`src/rtl/bcs_pkg.sv`:
```
package bcs_pkg;

    localparam int BEAT_W = 3;

    typedef enum logic {
        ORD_SEQ = 1'b0,
        ORD_INT = 1'b1
    } order_e;

    // lg is log2 of the burst length: 1, 2 or 3
    typedef struct packed {
        logic [1:0] lg;
        order_e     ord;
    } burst_cfg_t;

    localparam burst_cfg_t CFG_RESET = '{lg: 2'd2, ord: ORD_SEQ};

    function automatic logic [BEAT_W-1:0] offset_mask(input logic [1:0] lg);
        logic [BEAT_W:0] one_hot;
        one_hot = (BEAT_W+1)'(1) << lg;
        return BEAT_W'(one_hot - (BEAT_W+1)'(1));
    endfunction

endpackage

```
`src/rtl/bcs_mode_reg.sv`:
```
module bcs_mode_reg
    import bcs_pkg::*;
#(
    parameter int MODE_W = 13
) (
    input  logic              clk,
    input  logic              rst,
    input  logic              mode_load,
    input  logic [MODE_W-1:0] mode_word,
    output burst_cfg_t        cfg,
    output logic              dll_pending,
    output logic              mode_err
);

    localparam int UP_LO = 7;

    typedef struct packed {
        burst_cfg_t cfg;
        logic       dll;
        logic       err;
    } mode_state_t;

    mode_state_t st_d, st_q;

    logic [2:0] len_code;
    logic       len_ok;
    logic       up_normal;
    logic       up_dll;
    logic       accept;

    always_comb begin
        len_code  = mode_word[2:0];
        len_ok    = (len_code == 3'd1) || (len_code == 3'd2) || (len_code == 3'd3);
        up_normal = (mode_word[MODE_W-1:UP_LO] == '0);
        up_dll    = mode_word[8] && !mode_word[7] && (mode_word[MODE_W-1:9] == '0);
        accept    = len_ok && (up_normal || up_dll);

        st_d = st_q;
        if (mode_load) begin
            if (accept) begin
                st_d.cfg.lg  = len_code[1:0];
                st_d.cfg.ord = order_e'(mode_word[3]);
                st_d.dll     = up_dll;
                st_d.err     = 1'b0;
            end else begin
                st_d.err     = 1'b1;
            end
        end
    end

    always_ff @(posedge clk) begin
        if (rst) begin
            st_q <= '{cfg: CFG_RESET, dll: 1'b0, err: 1'b0};
        end else begin
            st_q <= st_d;
        end
    end

    assign cfg         = st_q.cfg;
    assign dll_pending = st_q.dll;
    assign mode_err    = st_q.err;

    // a reserved length code raises the error flag and keeps the setting
    a_r7_bad_len: assert property (@(posedge clk) disable iff (rst)
        (mode_load && !len_ok) |=> (mode_err && $stable(cfg) && $stable(dll_pending)));

    // reserved upper bits are refused the same way
    a_r9_bad_upper: assert property (@(posedge clk) disable iff (rst)
        (mode_load && !up_normal && !up_dll) |=> (mode_err && $stable(cfg)));

    // DLL-reset load sets the pending flag, normal load clears it
    a_r8_dll_set: assert property (@(posedge clk) disable iff (rst)
        (mode_load && len_ok && up_dll) |=> dll_pending);
    a_r8_dll_clr: assert property (@(posedge clk) disable iff (rst)
        (mode_load && len_ok && up_normal) |=> !dll_pending);

    // the stored length is never a reserved one
    a_r1_len_legal: assert property (@(posedge clk) disable iff (rst)
        cfg.lg != 2'd0);

endmodule

```
`src/rtl/bcs_order_gen.sv`:
```
module bcs_order_gen
    import bcs_pkg::*;
#(
    parameter int COL_W = 12
) (
    input  logic [COL_W-1:0]  base_col,
    input  logic [BEAT_W-1:0] beat_idx,
    input  burst_cfg_t        cfg,
    output logic [COL_W-1:0]  col
);

    logic [BEAT_W-1:0] mask;
    logic [BEAT_W-1:0] start_off;
    logic [BEAT_W-1:0] off;

    always_comb begin
        mask      = offset_mask(cfg.lg);
        start_off = base_col[BEAT_W-1:0];
        if (cfg.ord == ORD_INT) begin
            off = start_off ^ beat_idx;
        end else begin
            off = start_off + beat_idx;
        end
        col = {base_col[COL_W-1:BEAT_W], (start_off & ~mask) | (off & mask)};
    end

endmodule

```
`src/rtl/bcs_beat_ctrl.sv`:
```
module bcs_beat_ctrl
    import bcs_pkg::*;
#(
    parameter int COL_W = 12
) (
    input  logic              clk,
    input  logic              rst,
    input  logic              start,
    input  logic [COL_W-1:0]  start_col,
    input  burst_cfg_t        cur_cfg,
    output logic [COL_W-1:0]  base_col,
    output logic [BEAT_W-1:0] beat_idx,
    output burst_cfg_t        run_cfg,
    output logic              active,
    output logic              last
);

    typedef struct packed {
        logic              active;
        logic [BEAT_W-1:0] beat;
        logic [COL_W-1:0]  base;
        burst_cfg_t        cfg;
    } seq_state_t;

    seq_state_t st_d, st_q;
    logic       at_end;

    always_comb begin
        at_end = st_q.active && (st_q.beat == offset_mask(st_q.cfg.lg));
        st_d   = st_q;
        if (!st_q.active) begin
            if (start) begin
                st_d.active = 1'b1;
                st_d.beat   = '0;
                st_d.base   = start_col;
                st_d.cfg    = cur_cfg;
            end
        end else if (at_end) begin
            st_d.active = 1'b0;
        end else begin
            st_d.beat = st_q.beat + 1'b1;
        end
    end

    always_ff @(posedge clk) begin
        if (rst) begin
            st_q <= '{active: 1'b0, beat: '0, base: '0, cfg: CFG_RESET};
        end else begin
            st_q <= st_d;
        end
    end

    assign base_col = st_q.base;
    assign beat_idx = st_q.beat;
    assign run_cfg  = st_q.cfg;
    assign active   = st_q.active;
    assign last     = at_end;

    // an idle start produces a beat in the next cycle
    a_r5_first_beat: assert property (@(posedge clk) disable iff (rst)
        (start && !active) |=> (active && beat_idx == '0));
    // no beat in the cycle after the final one
    a_r5_gap_after_last: assert property (@(posedge clk) disable iff (rst)
        last |=> !active);
    // a start while running leaves the burst base untouched
    a_r6_ignore_start: assert property (@(posedge clk) disable iff (rst)
        (active && !last) |=> (active && $stable(base_col) && $stable(run_cfg)));

endmodule

```
`src/rtl/burst_col_seq.sv`:
```
module burst_col_seq
    import bcs_pkg::*;
#(
    parameter int COL_W  = 12,
    parameter int MODE_W = 13
) (
    input  logic              clk,
    input  logic              rst,
    input  logic              mode_load,
    input  logic [MODE_W-1:0] mode_word,
    input  logic              start,
    input  logic [COL_W-1:0]  start_col,
    output logic [COL_W-1:0]  col_addr,
    output logic              beat_valid,
    output logic              beat_last,
    output logic              busy,
    output logic              dll_pending,
    output logic              mode_err
);

    burst_cfg_t        cur_cfg;
    burst_cfg_t        run_cfg;
    logic [COL_W-1:0]  base_col;
    logic [BEAT_W-1:0] beat_idx;
    logic              active;
    logic              last;

    bcs_mode_reg #(.MODE_W(MODE_W)) u_mode (
        .clk         (clk),
        .rst         (rst),
        .mode_load   (mode_load),
        .mode_word   (mode_word),
        .cfg         (cur_cfg),
        .dll_pending (dll_pending),
        .mode_err    (mode_err)
    );

    bcs_beat_ctrl #(.COL_W(COL_W)) u_ctrl (
        .clk       (clk),
        .rst       (rst),
        .start     (start),
        .start_col (start_col),
        .cur_cfg   (cur_cfg),
        .base_col  (base_col),
        .beat_idx  (beat_idx),
        .run_cfg   (run_cfg),
        .active    (active),
        .last      (last)
    );

    bcs_order_gen #(.COL_W(COL_W)) u_order (
        .base_col (base_col),
        .beat_idx (beat_idx),
        .cfg      (run_cfg),
        .col      (col_addr)
    );

    assign beat_valid = active;
    assign beat_last  = last;
    assign busy       = active;

    // upper column bits hold across consecutive beats of one burst
    a_r2_upper_hold: assert property (@(posedge clk) disable iff (rst)
        (beat_valid && !beat_last) |=> $stable(col_addr[COL_W-1:BEAT_W]));
    // beat_last only accompanies a valid beat
    a_r5_last_valid: assert property (@(posedge clk) disable iff (rst)
        beat_last |-> beat_valid);
    // the first beat carries the starting column
    a_r2_first_col: assert property (@(posedge clk) disable iff (rst)
        (start && !busy) |=> (col_addr == $past(start_col)));

endmodule

```
`config.mk`:
```
export PLATFORM = sky130hd
export DESIGN_NAME = burst_col_seq
export DESIGN_NICKNAME = d
export VERILOG_FILES = /design/src/rtl/bcs_pkg.sv /design/src/rtl/bcs_mode_reg.sv /design/src/rtl/bcs_order_gen.sv /design/src/rtl/bcs_beat_ctrl.sv /design/src/rtl/burst_col_seq.sv
export SDC_FILE = /design/constraint.sdc
export NUM_CORES = 1
export LEC_CHECK = 0
export ABC_AREA = 1
export CAP_MARGIN = 10
export CORE_UTILIZATION = 45
export DETAILED_ROUTE_END_ITERATION = 7
export PLACE_DENSITY_LB_ADDON = 0.2
export SLEW_MARGIN = 25
export SYNTH_ARGS = -nofsm -noshare
export SYNTH_HDL_FRONTEND = slang
export SYNTH_SLANG_ARGS = --single-unit
```
`constraint.sdc`:
```
create_clock -name clk -period 3.1 [get_ports clk]
set_clock_uncertainty 0.05 [all_clocks]
set_input_delay 0.465 -clock clk [delete_from_list [all_inputs] [get_ports clk]]
set_output_delay 0.465 -clock clk [all_outputs]
set_load 0.02 [all_outputs]
```
### Yosys cells after proc, flatten, opt, wreduce, memory -nomap -nowiden

Index checks and enable logic that the tools add are counted.

* output and inout bits: 17
* register bits: 24
* input bits: 29
* logic and storage cells: 44

* multiplexer cells: 6
* bitwise logic cells: 6
* reductions and logical operators: 14
* shift-type cells: 1
* eq/ne operators: 5
* add/subtract/negate cells: 3

Operators by type and width (number)
* 19-bit 2-to-1 mux: 1
* 3-bit bitwise AND: 2
* 3-bit by 2-bit == test with 1-bit output, second input constant: 2
* 6-bit zero test: 1
* 3-bit 2-to-1 mux: 2
* 2-bit AND reduction: 3
* 1-bit logical AND: 4
* 4-bit zero test: 1
* 4-bit 2-to-1 mux: 1
* 3-bit by 1-bit adder with 3-bit output, second input constant: 1
* 3-bit adder: 1
* 3-bit by 1-bit == test with 1-bit output, second input constant: 1
* 3-bit == test: 1
* 1-bit logical OR: 3
* 3-bit NOT: 1
* 3-bit bitwise OR: 1
* 1-bit by 2-bit << shifter with 3-bit output, first input constant: 1
* 3-bit by 1-bit subtractor with 3-bit output, second input constant: 1
* 3-bit XOR: 1
* 1-bit 2-to-1 mux: 2
* 2-bit != test, second input constant: 1
* 2-bit nonzero test: 1
* 1-bit zero test: 1
* 1-bit NOT: 1

### Logic depth before layout (Yosys ltp)

* depth after elaboration: 6
* gate-level depth with buffers: 9
* gate-level depth less buffers: 8

### Cells and area by module

A second synthesis with hierarchy kept.

* cells, all modules: 177
* area, all modules: 1247.4 um^2

By module, submodules not included
* bcs_beat_ctrl: seq. area each 380.4 um^2, cells each 102, times used 1, area an instance 763.2 um^2
* bcs_mode_reg: seq. area each 100.1 um^2, cells each 41, times used 1, area an instance 274.0 um^2
* bcs_order_gen: seq. area each 0.0 um^2, cells each 33, times used 1, area an instance 202.7 um^2
* burst_col_seq: seq. area each 0.0 um^2, cells each 1, times used 1, area an instance 7.5 um^2

### Least setup slack after synthesis

No wires, ideal clock.

* path type: register to output
* start point: reg u_ctrl.st_q, in the netlist u_ctrl.beat_idx[0]
* end point: out col_addr[2]
* required time: 2.585 ns
* cell stages (with the launch flop): 7
* path slack: 1.119 ns
* buffers on the path: 0
* data arrival time: 1.466 ns
* cell sequence: dfxtp_1 > ha_1 > inv_1 > fa_1 > nor2_1 > o21ai_0 > xnor2_1

* longest elaborated chain between the ends: 4

RTL lines
* start: declaration: line bcs_beat_ctrl.sv:25 `seq_state_t st_d, st_q;`
* start signal: assignment: line bcs_beat_ctrl.sv:47 `st_q <= '{active: 1'b0, beat: '0, base: '0, cfg: CFG_RESET};`
* start signal: assignment: line bcs_beat_ctrl.sv:49 `st_q <= st_d;`
* 3-bit adder: line bcs_order_gen.sv:22 `off = start_off + beat_idx;`
* 3-bit 2-to-1 mux: line bcs_order_gen.sv:19 `if (cfg.ord == ORD_INT) begin`
* 3-bit bitwise AND: line bcs_order_gen.sv:24 `col = {base_col[COL_W-1:BEAT_W], (start_off & ~mask) | (off & mask)};`
* 3-bit bitwise OR: line bcs_order_gen.sv:24
* end: declaration: line burst_col_seq.sv:13 `output logic [COL_W-1:0] col_addr,`

Every way passes these cells.

### Worst setup path after layout

Ends and elaborated chain as after synthesis.

==> impl_results.md <==
- PwrDens: 477 nW/µm²
- Share of cells above drive strength 1: around 5.0%
- Initial antenna violation count: 0
- Worst Max-Slew Pin Slew: 0.586 ns
- CP Capture Type: output pin
- Core Rows: 17
- CTS HTree Levels: 1
- Int Power: 0.548 mW
- Pre-antenna DRT Iters: 5
- Initial Util: between 40% and 50%
- FF-to-FF End: u_ctrl.run_cfg[2]$_SDFFE_PP1P_
- First-pass GRT wire length: about 4000 µm
- R2r setup slk: 1.61 ns
- Non-filler cells in the finished layout: 209
- DRC: 0
- DR iter-0 viols: 20
- Sum Neg Setup Slack: 0 ns
- Root Buffer Master: clkbuf_4
- Grt ovf: 0
- Top Ports: 46
- Crit path max fanout: 4
- Vias per cell: 4.95
- Fmax: 0.350 GHz
- Unrepaired setup endpoints after global routing: no
- Status: finished clean
- Post-CTS Setup Inserts: 0
- Clk sink count: 24
- Final setup viols: 0
- N_diodes: 0
- Cells after synthesis: 150
- Critical Path Start: u_ctrl.beat_idx[0]$_SDFFE_PP0P_
- Critical Path Start Type: flop
- Drt wl/cell: about 12 µm
- Largest net degree at the start of global routing: 23
- Synth cell types: 21
- GPL Wtd Cong: 0.803
- Worst R2R Path Depth: 6
- Number of buffers created by CTS: 3
- Max Cap Viol: 0
- Power share of the combinational group: 23.2%
- NetSw: 0.191 mW
- Cts repair resizes: 0
- Crit path kind: flop to output pin
- GRT Total Usage: 19.3%
- WP data arrival: 2.34 ns
- Sw Share: 25.8%
- Syn nets: around 180
- Tcrit/Tclk final: 92.1%
- Part of the power in registers: between 40% and 50%
- Mapped cell area: 1140 µm²
- Final worst path period need: 2.85 ns
- FF-to-FF Start: u_ctrl.active$_SDFF_PP0_
- Leak: 0.646 nW
- FF+latch count, synth: 24
- Detailed placement HPWL: 1770 µm
- Hold buffers post-CTS: 0
- Syn Area/Cell: 7.62 µm²
- Die height: approximately 52 µm
- Fin worst setup slack: 0.245 ns
- CTS tree: yes
- Placed Instances: 205
- Most common cell after layout, fill and taps aside: clkdlybuf4s50_1
- Chip width: about 52 µm
- Crit path capture: col_addr[2]
- Total Routed Length: 2410 µm
- Worst-Skew Late Latency: 0.30 ns
- Remaining antenna violation count: 0
- Max Slew Vio Count: 0
- Pre-CTS WS: 0.594 ns
- Vias in the first global route: 956
- Final nets: 215
- Worst EP required: roughly 2.6 ns
- Maximum vdd drop: about 280 µV
- Register area share after synthesis: 42.0%
- Clock Pin Slew Worst Setup and Hold Paths: 0.13 ns
- P&R area growth vs syn: 35.4%
- Rel. slew slack: 60.9%
- Worst Hold Class: flop to flop
- Die ar.: between 2000 and 3000 µm²
- Via count: 1034
- CTS max path bufs: 2
- Fin. Hold Viols: 0
- Yosys Warn Count: 0
- Quantity of I/O buffers inserted on ports: 42
- Clock power share: 29.9%
- # fillers: between 200 and 250
- Commonest cells after routing, fill and taps aside: clkdlybuf4s50_1, nor2_1, dfxtp_1
- Core area: 2300 µm²
## sequential cells by signal, indices dropped and copies added, names as in the netlist
signal              count
u_mode.cfg              3
u_ctrl.active           1
u_mode.mode_err         1
u_mode.dll_pending      1
u_ctrl.run_cfg          3
u_ctrl.beat_idx         3
u_ctrl.base_col        12
## synth_stat cells
cell type,count,area [µm²]
a21oi_1,7,35.0
buf_2,4,20.0
buf_4,10,75.1
buf_6,1,11.3
clkbuf_1,1,3.75
dfxtp_1,24,480
fa_1,1,20.0
ha_1,3,37.5
inv_1,12,45.0
mux2_2,1,11.3
nand2_1,13,48.8
nand2_4,1,11.3
nand3_1,8,40.0
nand3_2,1,10.0
nor2_1,35,131
nor2_4,1,11.3
nor3_1,2,10.0
o211ai_1,2,15.0
o21ai_0,20,100
xnor2_1,2,17.5
xor2_1,1,8.76
## critical path: stages (launching register included)
cell             delay [ns]
dfxtp_1                0.40
ha_1                   0.18
inv_1                  0.06
fa_1                   0.35
nor2_1                 0.12
a21oi_1                0.07
o21ai_0                0.10
xnor2_1                0.15
clkdlybuf4s50_1        0.62
## worst min path at each step
| stage | startpoint | end | slack (ns) | cells past startpoint |
|---|---|---|---|---|
| after floorplan | u_mode.cfg[2]$_SDFFE_PP1P_ | u_ctrl.run_cfg[2]$_SDFFE_PP1P_ | 0.38 | 2 |
| after global placement | u_mode.cfg[2]$_SDFFE_PP1P_ | u_ctrl.run_cfg[2]$_SDFFE_PP1P_ | 0.40 | 2 |
| after detailed placement | u_mode.cfg[2]$_SDFFE_PP1P_ | u_ctrl.run_cfg[2]$_SDFFE_PP1P_ | 0.41 | 2 |
| after CTS | u_mode.cfg[2]$_SDFFE_PP1P_ | u_ctrl.run_cfg[2]$_SDFFE_PP1P_ | 0.45 | 2 |
| after global routing | u_mode.cfg[2]$_SDFFE_PP1P_ | u_ctrl.run_cfg[2]$_SDFFE_PP1P_ | 0.47 | 2 |
| final | u_ctrl.base_col[6]$_SDFFE_PP0P_ | u_ctrl.base_col[6]$_SDFFE_PP0P_ | 0.45 | 2 |
## cells by family after synthesis
kind of cell / count (synthesis) / share of synthesized area (%)
flip-flops: 24 / 42.0
adder cells (fa/ha/maj): 4 / 5.03
multiplexers: 1 / 0.985
AO/OA/AOI/OAI: 29 / 13.1
buffers and inverters: 28 / 13.6
XOR/XNOR: 3 / 2.30
AND/OR/NAND/NOR: 61 / 23.0
## stage by stage
stage               utilization, %  hold WS (ns)  area (µm²)  total power [mW]
floorplan                        -         0.379        1140             0.457
global placement              65.1         0.398        1500             0.518
detailed placement            65.1         0.411        1500             0.524
CTS                           67.4         0.445        1550             0.747
global route                  67.4         0.472        1550             0.779
finish                        67.4         0.447        1550             0.739
## power by group through the flow
stage / Clock (mW) / Sequential, mW / Combinational, mW
CTS: 0.229 / 0.347 / 0.171
detailed placement: 0 / 0.354 / 0.170
global placement: 0 / 0.352 / 0.166
global route: 0.241 / 0.350 / 0.189
floorplan: 0 / 0.351 / 0.106
finish: 0.221 / 0.347 / 0.171
## final cells by class
| cell class | count | area (µm²) | share of cell area, % |
|---|---|---|---|
| multi-input combinational | 98 | 508 | 32.8 |
| clock inverter | 1 | 30.0 | 1.94 |
| tap | 28 | 35.0 | 2.26 |
| timing repair buffer | 43 | 428 | 27.6 |
| clock buffer | 3 | 22.5 | 1.45 |
| inverter | 12 | 45.0 | 2.91 |
| sequential | 24 | 480 | 31.0 |
## routing by layer
layer	global-route usage [%]	routed length (µm)	vias up
li1	-	-	528
met1	24.1	1110	469
met2	34.2	1160	35
met3	3.77	116	2
met4	3.95	14	0
met5	0	0	-
(Power assumes the default switching activity.)
